<file path="src/rtl/tap_pkg.sv">
package tap_pkg;

  typedef enum logic [3:0] {
    ST_RESET   = 4'hF,
    ST_IDLE    = 4'hC,
    ST_SEL_DR  = 4'h7,
    ST_CAP_DR  = 4'h6,
    ST_SH_DR   = 4'h2,
    ST_EX1_DR  = 4'h1,
    ST_PAU_DR  = 4'h3,
    ST_EX2_DR  = 4'h0,
    ST_UPD_DR  = 4'h5,
    ST_SEL_IR  = 4'h4,
    ST_CAP_IR  = 4'hE,
    ST_SH_IR   = 4'hA,
    ST_EX1_IR  = 4'h9,
    ST_PAU_IR  = 4'hB,
    ST_EX2_IR  = 4'h8,
    ST_UPD_IR  = 4'hD
  } tap_state_e;

  localparam int IR_W = 4;

  localparam logic [IR_W-1:0] OP_EXTEST  = 4'b0000;
  localparam logic [IR_W-1:0] OP_SAMPLE  = 4'b0001;
  localparam logic [IR_W-1:0] OP_IDCODE  = 4'b0010;
  localparam logic [IR_W-1:0] OP_HIGHZ   = 4'b0011;
  localparam logic [IR_W-1:0] OP_BYPASS  = 4'b1111;
  localparam logic [IR_W-1:0] IR_CAPTURE = 4'b0001;

  typedef enum logic [1:0] {
    DR_BYP = 2'd0,
    DR_ID  = 2'd1,
    DR_BSC = 2'd2
  } dr_sel_e;

  typedef struct packed {
    dr_sel_e sel;
    logic    ext_mode;
    logic    hiz;
  } ir_dec_t;

endpackage

</file>
<file path="src/rtl/tap_fsm.sv">
module tap_fsm
  import tap_pkg::*;
#(
  parameter int RESET_RUN = 5
) (
  input  logic       tck,
  input  logic       rst_n,
  input  logic       tms,
  output tap_state_e state
);

  localparam int CNT_W = $clog2(RESET_RUN + 1);

  tap_state_e nxt;

  always_comb begin
    case (state)
      ST_RESET:  nxt = tms ? ST_RESET  : ST_IDLE;
      ST_IDLE:   nxt = tms ? ST_SEL_DR : ST_IDLE;
      ST_SEL_DR: nxt = tms ? ST_SEL_IR : ST_CAP_DR;
      ST_CAP_DR: nxt = tms ? ST_EX1_DR : ST_SH_DR;
      ST_SH_DR:  nxt = tms ? ST_EX1_DR : ST_SH_DR;
      ST_EX1_DR: nxt = tms ? ST_UPD_DR : ST_PAU_DR;
      ST_PAU_DR: nxt = tms ? ST_EX2_DR : ST_PAU_DR;
      ST_EX2_DR: nxt = tms ? ST_UPD_DR : ST_SH_DR;
      ST_UPD_DR: nxt = tms ? ST_SEL_DR : ST_IDLE;
      ST_SEL_IR: nxt = tms ? ST_RESET  : ST_CAP_IR;
      ST_CAP_IR: nxt = tms ? ST_EX1_IR : ST_SH_IR;
      ST_SH_IR:  nxt = tms ? ST_EX1_IR : ST_SH_IR;
      ST_EX1_IR: nxt = tms ? ST_UPD_IR : ST_PAU_IR;
      ST_PAU_IR: nxt = tms ? ST_EX2_IR : ST_PAU_IR;
      ST_EX2_IR: nxt = tms ? ST_UPD_IR : ST_SH_IR;
      ST_UPD_IR: nxt = tms ? ST_SEL_DR : ST_IDLE;
      default:   nxt = ST_RESET;
    endcase
  end

  always_ff @(posedge tck or negedge rst_n) begin
    if (!rst_n) state <= ST_RESET;
    else        state <= nxt;
  end

  // Run length of high tms, used by the checker below
  logic [CNT_W-1:0] ones_cnt;
  always_ff @(posedge tck or negedge rst_n) begin
    if (!rst_n)                                   ones_cnt <= '0;
    else if (!tms)                                ones_cnt <= '0;
    else if (ones_cnt != CNT_W'(RESET_RUN))       ones_cnt <= ones_cnt + 1'b1;
  end

  a_r2_tms_reset: assert property (@(posedge tck) disable iff (!rst_n)
    (ones_cnt == CNT_W'(RESET_RUN)) |-> (state == ST_RESET));

endmodule

</file>
<file path="src/rtl/tap_ir.sv">
module tap_ir
  import tap_pkg::*;
(
  input  logic       tck,
  input  logic       rst_n,
  input  tap_state_e state,
  input  logic       tdi,
  output logic       ir_so,
  output ir_dec_t    dec
);

  logic [IR_W-1:0] ir_sr;
  logic [IR_W-1:0] ir_q;
  logic [IR_W-1:0] ir_eff;

  always_ff @(posedge tck or negedge rst_n) begin
    if (!rst_n) begin
      ir_sr <= IR_CAPTURE;
      ir_q  <= OP_IDCODE;
    end else begin
      case (state)
        ST_CAP_IR: ir_sr <= IR_CAPTURE;
        ST_SH_IR:  ir_sr <= {tdi, ir_sr[IR_W-1:1]};
        ST_UPD_IR: ir_q  <= ir_sr;
        ST_RESET:  ir_q  <= OP_IDCODE;
        default:   ;
      endcase
    end
  end

  // The reset state forces IDCODE without waiting for a clock
  assign ir_eff = (state == ST_RESET) ? OP_IDCODE : ir_q;
  assign ir_so  = ir_sr[0];

  always_comb begin
    dec.ext_mode = 1'b0;
    dec.hiz      = 1'b0;
    case (ir_eff)
      OP_EXTEST: begin dec.sel = DR_BSC; dec.ext_mode = 1'b1; end
      OP_SAMPLE: dec.sel = DR_BSC;
      OP_IDCODE: dec.sel = DR_ID;
      OP_HIGHZ:  begin dec.sel = DR_BYP; dec.hiz = 1'b1; end
      default:   dec.sel = DR_BYP;
    endcase
  end

  a_r3_capture_value: assert property (@(posedge tck) disable iff (!rst_n)
    (state == ST_CAP_IR) |=> (ir_sr == IR_CAPTURE));

  a_r1_reset_idcode: assert property (@(posedge tck) disable iff (!rst_n)
    (state == ST_RESET) |-> (dec.sel == DR_ID && !dec.hiz && !dec.ext_mode));

endmodule

</file>
<file path="src/rtl/tap_dr.sv">
module tap_dr
  import tap_pkg::*;
#(
  parameter int              ID_W     = 32,
  parameter logic [ID_W-1:0] ID_VALUE = '1
) (
  input  logic       tck,
  input  logic       rst_n,
  input  tap_state_e state,
  input  dr_sel_e    sel,
  input  logic       tdi,
  input  logic       bsc_so,
  output logic       dr_so
);

  localparam logic [ID_W-1:0] ID_CAPT = ID_VALUE | ID_W'(1);

  logic            byp_q;
  logic [ID_W-1:0] id_sr;

  always_ff @(posedge tck or negedge rst_n) begin
    if (!rst_n) begin
      byp_q <= 1'b0;
      id_sr <= ID_CAPT;
    end else begin
      if (sel == DR_BYP) begin
        if (state == ST_CAP_DR)     byp_q <= 1'b0;
        else if (state == ST_SH_DR) byp_q <= tdi;
      end
      if (sel == DR_ID) begin
        if (state == ST_CAP_DR)     id_sr <= ID_CAPT;
        else if (state == ST_SH_DR) id_sr <= {tdi, id_sr[ID_W-1:1]};
      end
    end
  end

  always_comb begin
    case (sel)
      DR_ID:   dr_so = id_sr[0];
      DR_BSC:  dr_so = bsc_so;
      default: dr_so = byp_q;
    endcase
  end

  a_r6_bypass_zero: assert property (@(posedge tck) disable iff (!rst_n)
    (state == ST_CAP_DR && sel == DR_BYP) |=> (byp_q == 1'b0));

  a_r5_id_lsb_one: assert property (@(posedge tck) disable iff (!rst_n)
    (state == ST_CAP_DR && sel == DR_ID) |=> (id_sr[0] == 1'b1));

endmodule

</file>
<file path="src/rtl/jtag_tap_ctrl.sv">
module jtag_tap_ctrl
  import tap_pkg::*;
#(
  parameter int              ID_W      = 32,
  parameter logic [ID_W-1:0] ID_VALUE  = 32'h1B3C_5A01,
  parameter int              RESET_RUN = 5
) (
  input  logic tck,
  input  logic por_n,
  input  logic tap_en,
  input  logic tms,
  input  logic tdi,
  output logic tdo,
  output logic tdo_oe,
  output logic bsc_capture,
  output logic bsc_shift,
  output logic bsc_update,
  output logic bsc_mode,
  output logic bsc_si,
  input  logic bsc_so,
  output logic pins_hiz
);

  logic       rst_n;
  tap_state_e state;
  ir_dec_t    dec;
  logic       ir_so;
  logic       dr_so;
  logic       chain_sel;
  logic       tdo_q;
  logic       oe_q;

  assign rst_n = por_n & tap_en;

  tap_fsm #(.RESET_RUN(RESET_RUN)) u_fsm (
    .tck   (tck),
    .rst_n (rst_n),
    .tms   (tms),
    .state (state)
  );

  tap_ir u_ir (
    .tck   (tck),
    .rst_n (rst_n),
    .state (state),
    .tdi   (tdi),
    .ir_so (ir_so),
    .dec   (dec)
  );

  tap_dr #(.ID_W(ID_W), .ID_VALUE(ID_VALUE)) u_dr (
    .tck    (tck),
    .rst_n  (rst_n),
    .state  (state),
    .sel    (dec.sel),
    .tdi    (tdi),
    .bsc_so (bsc_so),
    .dr_so  (dr_so)
  );

  assign chain_sel   = (dec.sel == DR_BSC);
  assign bsc_capture = chain_sel && (state == ST_CAP_DR);
  assign bsc_shift   = chain_sel && (state == ST_SH_DR);
  assign bsc_update  = chain_sel && (state == ST_UPD_DR);
  assign bsc_mode    = dec.ext_mode;
  assign pins_hiz    = dec.hiz;
  assign bsc_si      = tdi;

  // Output stage moves on the falling edge, half a clock after the shift
  always_ff @(negedge tck or negedge rst_n) begin
    if (!rst_n) begin
      tdo_q <= 1'b0;
      oe_q  <= 1'b0;
    end else begin
      oe_q  <= (state == ST_SH_DR) || (state == ST_SH_IR);
      tdo_q <= (state == ST_SH_IR) ? ir_so : dr_so;
    end
  end

  assign tdo    = tdo_q;
  assign tdo_oe = oe_q;

  a_r7_strobe_onehot: assert property (@(posedge tck) disable iff (!rst_n)
    $onehot0({bsc_capture, bsc_shift, bsc_update}));

  a_r8_oe_in_shift: assert property (@(posedge tck) disable iff (!rst_n)
    tdo_oe |-> (state == ST_SH_DR || state == ST_SH_IR));

  a_r9_hiz_no_chain: assert property (@(posedge tck) disable iff (!rst_n)
    pins_hiz |-> !(bsc_capture || bsc_shift || bsc_update || bsc_mode));

endmodule

</file>
<file path="config.mk">
export PLATFORM = sky130hd
export DESIGN_NAME = jtag_tap_ctrl
export DESIGN_NICKNAME = d
export VERILOG_FILES = /design/src/rtl/tap_pkg.sv /design/src/rtl/tap_fsm.sv /design/src/rtl/tap_ir.sv /design/src/rtl/tap_dr.sv /design/src/rtl/jtag_tap_ctrl.sv
export SDC_FILE = /design/constraint.sdc
export NUM_CORES = 1
export LEC_CHECK = 0
export ABC_AREA = 1
export BUFFER_PORTS_ARGS = -buffer_cell sky130_fd_sc_hd__clkbuf_2
export CAP_MARGIN = 20
export CORE_MARGIN = 8
export CORE_UTILIZATION = 55
export DETAILED_ROUTE_END_ITERATION = 10
export PLACE_DENSITY_LB_ADDON = 0.15
export SETUP_SLACK_MARGIN = 0.02
export SLEW_MARGIN = 5
export SYNTH_ARGS = -nofsm -noshare
export SYNTH_HDL_FRONTEND = slang
export SYNTH_SLANG_ARGS = --single-unit
</file>
<file path="constraint.sdc">
create_clock -name tck -period 6.2 [get_ports tck]
set_clock_uncertainty 0.2 [all_clocks]
set_input_delay 1.86 -clock tck [delete_from_list [all_inputs] [get_ports tck]]
set_output_delay 1.86 -clock tck [all_outputs]
set_load 0.01 [all_outputs]
</file>
* Word level (Yosys, flattened, before mapping)
Index checks and enable logic that the tools add are counted.
** Word-level totals
- Register bits :: 47
- Input port bits :: 6
- Output and inout port bits :: 8
- Logic and storage cells :: 69
** Cells by class
- Eq/ne operators :: 20
- Mux-type cells :: 25
- Bitwise logic cells :: 1
- Reduce and logical (&&, ||, !) cells :: 16
** Operator list (number)
- $mux W32 :: 2
- $pmux W4 S12 :: 1
- $eq A4 B4 Y1 const B :: 8
- $eq A4 B2 Y1 const B :: 4
- $eq A4 B3 Y1 const B :: 4
- $pmux W4 S2 :: 2
- $mux W2 :: 6
- $mux W3 :: 4
- $eq A4 B1 Y1 const B :: 2
- $logic_not A4 Y1 :: 2
- $mux W4 :: 2
- $mux W1 :: 6
- $reduce_bool A2 Y1 :: 3
- $reduce_or A2 Y1 :: 3
- $pmux W2 S2 :: 1
- $reduce_and A2 Y1 :: 2
- $logic_and A1 B1 Y1 :: 3
- $reduce_or A3 Y1 :: 1
- $eq A2 B1 Y1 const B :: 1
- $eq A2 B2 Y1 const B :: 1
- $logic_not A2 Y1 :: 1
- $pmux W1 S2 :: 1
- $and A1 B1 Y1 :: 1
- $logic_or A1 B1 Y1 :: 1

* Depth between registers and ports, before layout
- Depth after elaboration :: 8
- Depth in mapped cells :: 11
- Gate-level depth less buffers :: 10

* Modules after synthesis
Synthesis repeated with hierarchy kept, for this count alone.
** Second synthesis, totals
- Cells, all modules :: 351
- Area, all modules :: 2531.2 sq um
** By module, submodules not included
- tap_dr :: instances 1, cells each 227, area each 1654.1 sq um, sequential area each 842.1 sq um
- tap_ir :: instances 1, cells each 60, area each 450.4 sq um, sequential area each 202.7 sq um
- tap_fsm :: instances 1, cells each 40, area each 261.5 sq um, sequential area each 105.1 sq um
- jtag_tap_ctrl :: instances 1, cells each 24, area each 165.2 sq um, sequential area each 50.0 sq um

==> reports/metrics.cfg <==
[outcome]
status = finished clean

[finish]
syn_to_final_growth_pct = 7.62
fin_cells = 339
layout.nets = 297
fin_util = 0.614
diodes = 0
drive_gt1_frac = 0.176
stdcell_area_um2 = 2440

[clock_network]
cts.sinks = 47
post_cts_resized = 0
insertion_delay_ns = 0.29
cts_setup_buffers = 0
cts_hold_buf = 0
tritoncts = yes
htree_levels = 2
clkTransAtPathRegs_ns = 0.08
cts_buffer_depth = 2
root_buffer = clkbuf_8
cts_buffers = 5

[drt]
dr_wl_met3_um = 135
wl_met1_um = 1860
vias = 1674
vias_per_cell = 4.94
top_layer = met4
avgRoutedWirePerCell_um = 11.9
drt_wl_total_um = 4050
ant_nets = 0
met2_length_um = 1980
first_iter_violations = 81
drt_pre_antenna_iters = 4
drc = 0

[power_and_ir_drop]
p_per_area_nw_per_um2 = 458
seqPwrFrac = 0.446
p_leak_nw = 1.19
p_comb_frac = 0.358
irDropWorstVdd_mv = 0.231
clockPowerShare = 0.196
power_mw = 1.12
internal_power_uw = 690
swShare = 0.382
p_switching_uw = 427

[setup_path]
r2r_slack_ns = 0.93
required_ns = 4.14
r2r-start = u_fsm.state[3]
arrival_ns = 3.90
r2r_cells = 9
crit_path_end_kind = primary output
worstPathMaxFanout = 1
crit_chain = clkbuf_2
slowest_stage = dfrtn_1
cp-start-kind = register
critical_path_class = register to primary output
max_stage_delay_ns = 0.38
critPathBufInv = 1
r2r-end = tdo
path_delay_family = flip-flops

[yosys]
seq_area_frac_synth = 0.530
synth_cell_type_count = 28
synthFlopType = dfrtp_1
synth_area_um2 = 2260
avgSynthCellArea_um2 = 8.18
yosysWarnings = 0
yosys-top-cells-area = dfrtp_1 (29%), dfstp_2 (22%), nand2_1 (17%)
ys_async_sr_fraction = 1.00
yosys.area.top_type = dfrtp_1
synth_edf_count = 0
synth.most_common_cell = nand2_1
ys_top_cells_by_count = nand2_1 (102), inv_1 (31), dfrtp_1 (26)
synth_top_cell_area_share = 0.287
synth-seq-cells = 47
netlist_instances = 277
mappedNetlistNets = 286

[placement]
gp_congestion = 0.831
dp_cells = 331
place_ws_ns = 0.542
placed_area_um2 = 2330
portBuffers = 13
dpl.hpwl_um = 2830

[global_routing]
grt_pass1_wl_um = 7410
grt_max_degree = 46
overflow = 0
grt_pass1_vias = 1635
antenna_found_initial = 0
grtUsageTotal = 0.143

[timing]
setup_viol = 0
slew_violations = 0
setup_slack_ns = 0.237
worstMarginPinSlew_ns = 0.692
hold_violations = 0
setup_tns_ns = 0
rsz0062_at_grt = no
hold_ws_ns = 0.273
slew-limit-headroom = 0.538

[floorplan]
die_w_um = 80.2
top_level_ports = 14
rows = 23
coreArea_um2 = 3970
die_h_um = 80.2
dieArea_um2 = 6430
start_util = 0.570

[hold_path]
min_from = u_dr.id_sr[9]
hold_end = u_dr.id_sr[9]
hold_path.class = register to register
whs_path_depth = 2

[job]
cap_violations = 0

-- registers in the layout (all words and copies together) (netlist names) --
name / flops
tdo: 1
tdo_oe: 1
u_dr.byp_q: 1
u_dr.id_sr: 32
u_fsm.state: 4
u_ir.ir_q: 4
u_ir.ir_sr: 4
-- power by group through the flow --
stage	sequential [mW]	combinational (mW)	clock, mW
floorplan	0.474	0.353	0
global placement	0.501	0.396	0
detailed placement	0.504	0.403	0
CTS	0.498	0.406	0.227
global route	0.512	0.468	0.236
finish	0.498	0.400	0.219
-- worst max-delay path by stage --
stage | startpoint | depth (start not counted) | slack (ns) | to
finish | tdo_oe | 1 | 0.24 | tdo_oe
global route | tdo_oe | 1 | 0.20 | tdo_oe
CTS | tdo_oe | 1 | 0.22 | tdo_oe
detailed placement | bsc_so | 5 | 0.54 | tdo
global placement | bsc_so | 5 | 0.55 | tdo
floorplan | por_n | 2 | 0.59 | tdo
-- layer usage --
layer	GRT usage	vias up
met2	0.238	18
met3	0.0301	6
met1	0.178	772
met5	0	-
met4	0.0545	0
li1	-	878
-- cell type report --
cell class	count	area [µm²]
fillers	368	1530
multi-input cells	186	860
flip-flops and latches	47	1200
clock inverters	1	30.0
clock buffers	7	76.3
well taps	50	62.6
repair buffers	15	80.1
inverters	33	129
-- cells by family after synthesis --
kind of cell    share of synthesized area
simple gates                        0.264
flops                               0.530
buf+inv                            0.0906
compound gates                     0.0989
fa+ha+maj                          0.0166
-- cell usage in the layout, fill, tap and decap left out, types with 2 or more instances in the layout --
cell type,n
clkbuf_1,2
nand3_1,11
nor2_4,2
dfstp_2,19
clkbuf_8,5
buf_4,2
o21ai_0,23
o22ai_1,2
o21ai_1,11
inv_1,30
ha_1,3
a21oi_1,2
o21a_1,3
nand2_1,102
nor2_1,18
nand2_4,2
dfrtn_1,2
clkbuf_2,13
dfrtp_1,26
(Power assumes the default switching activity.)
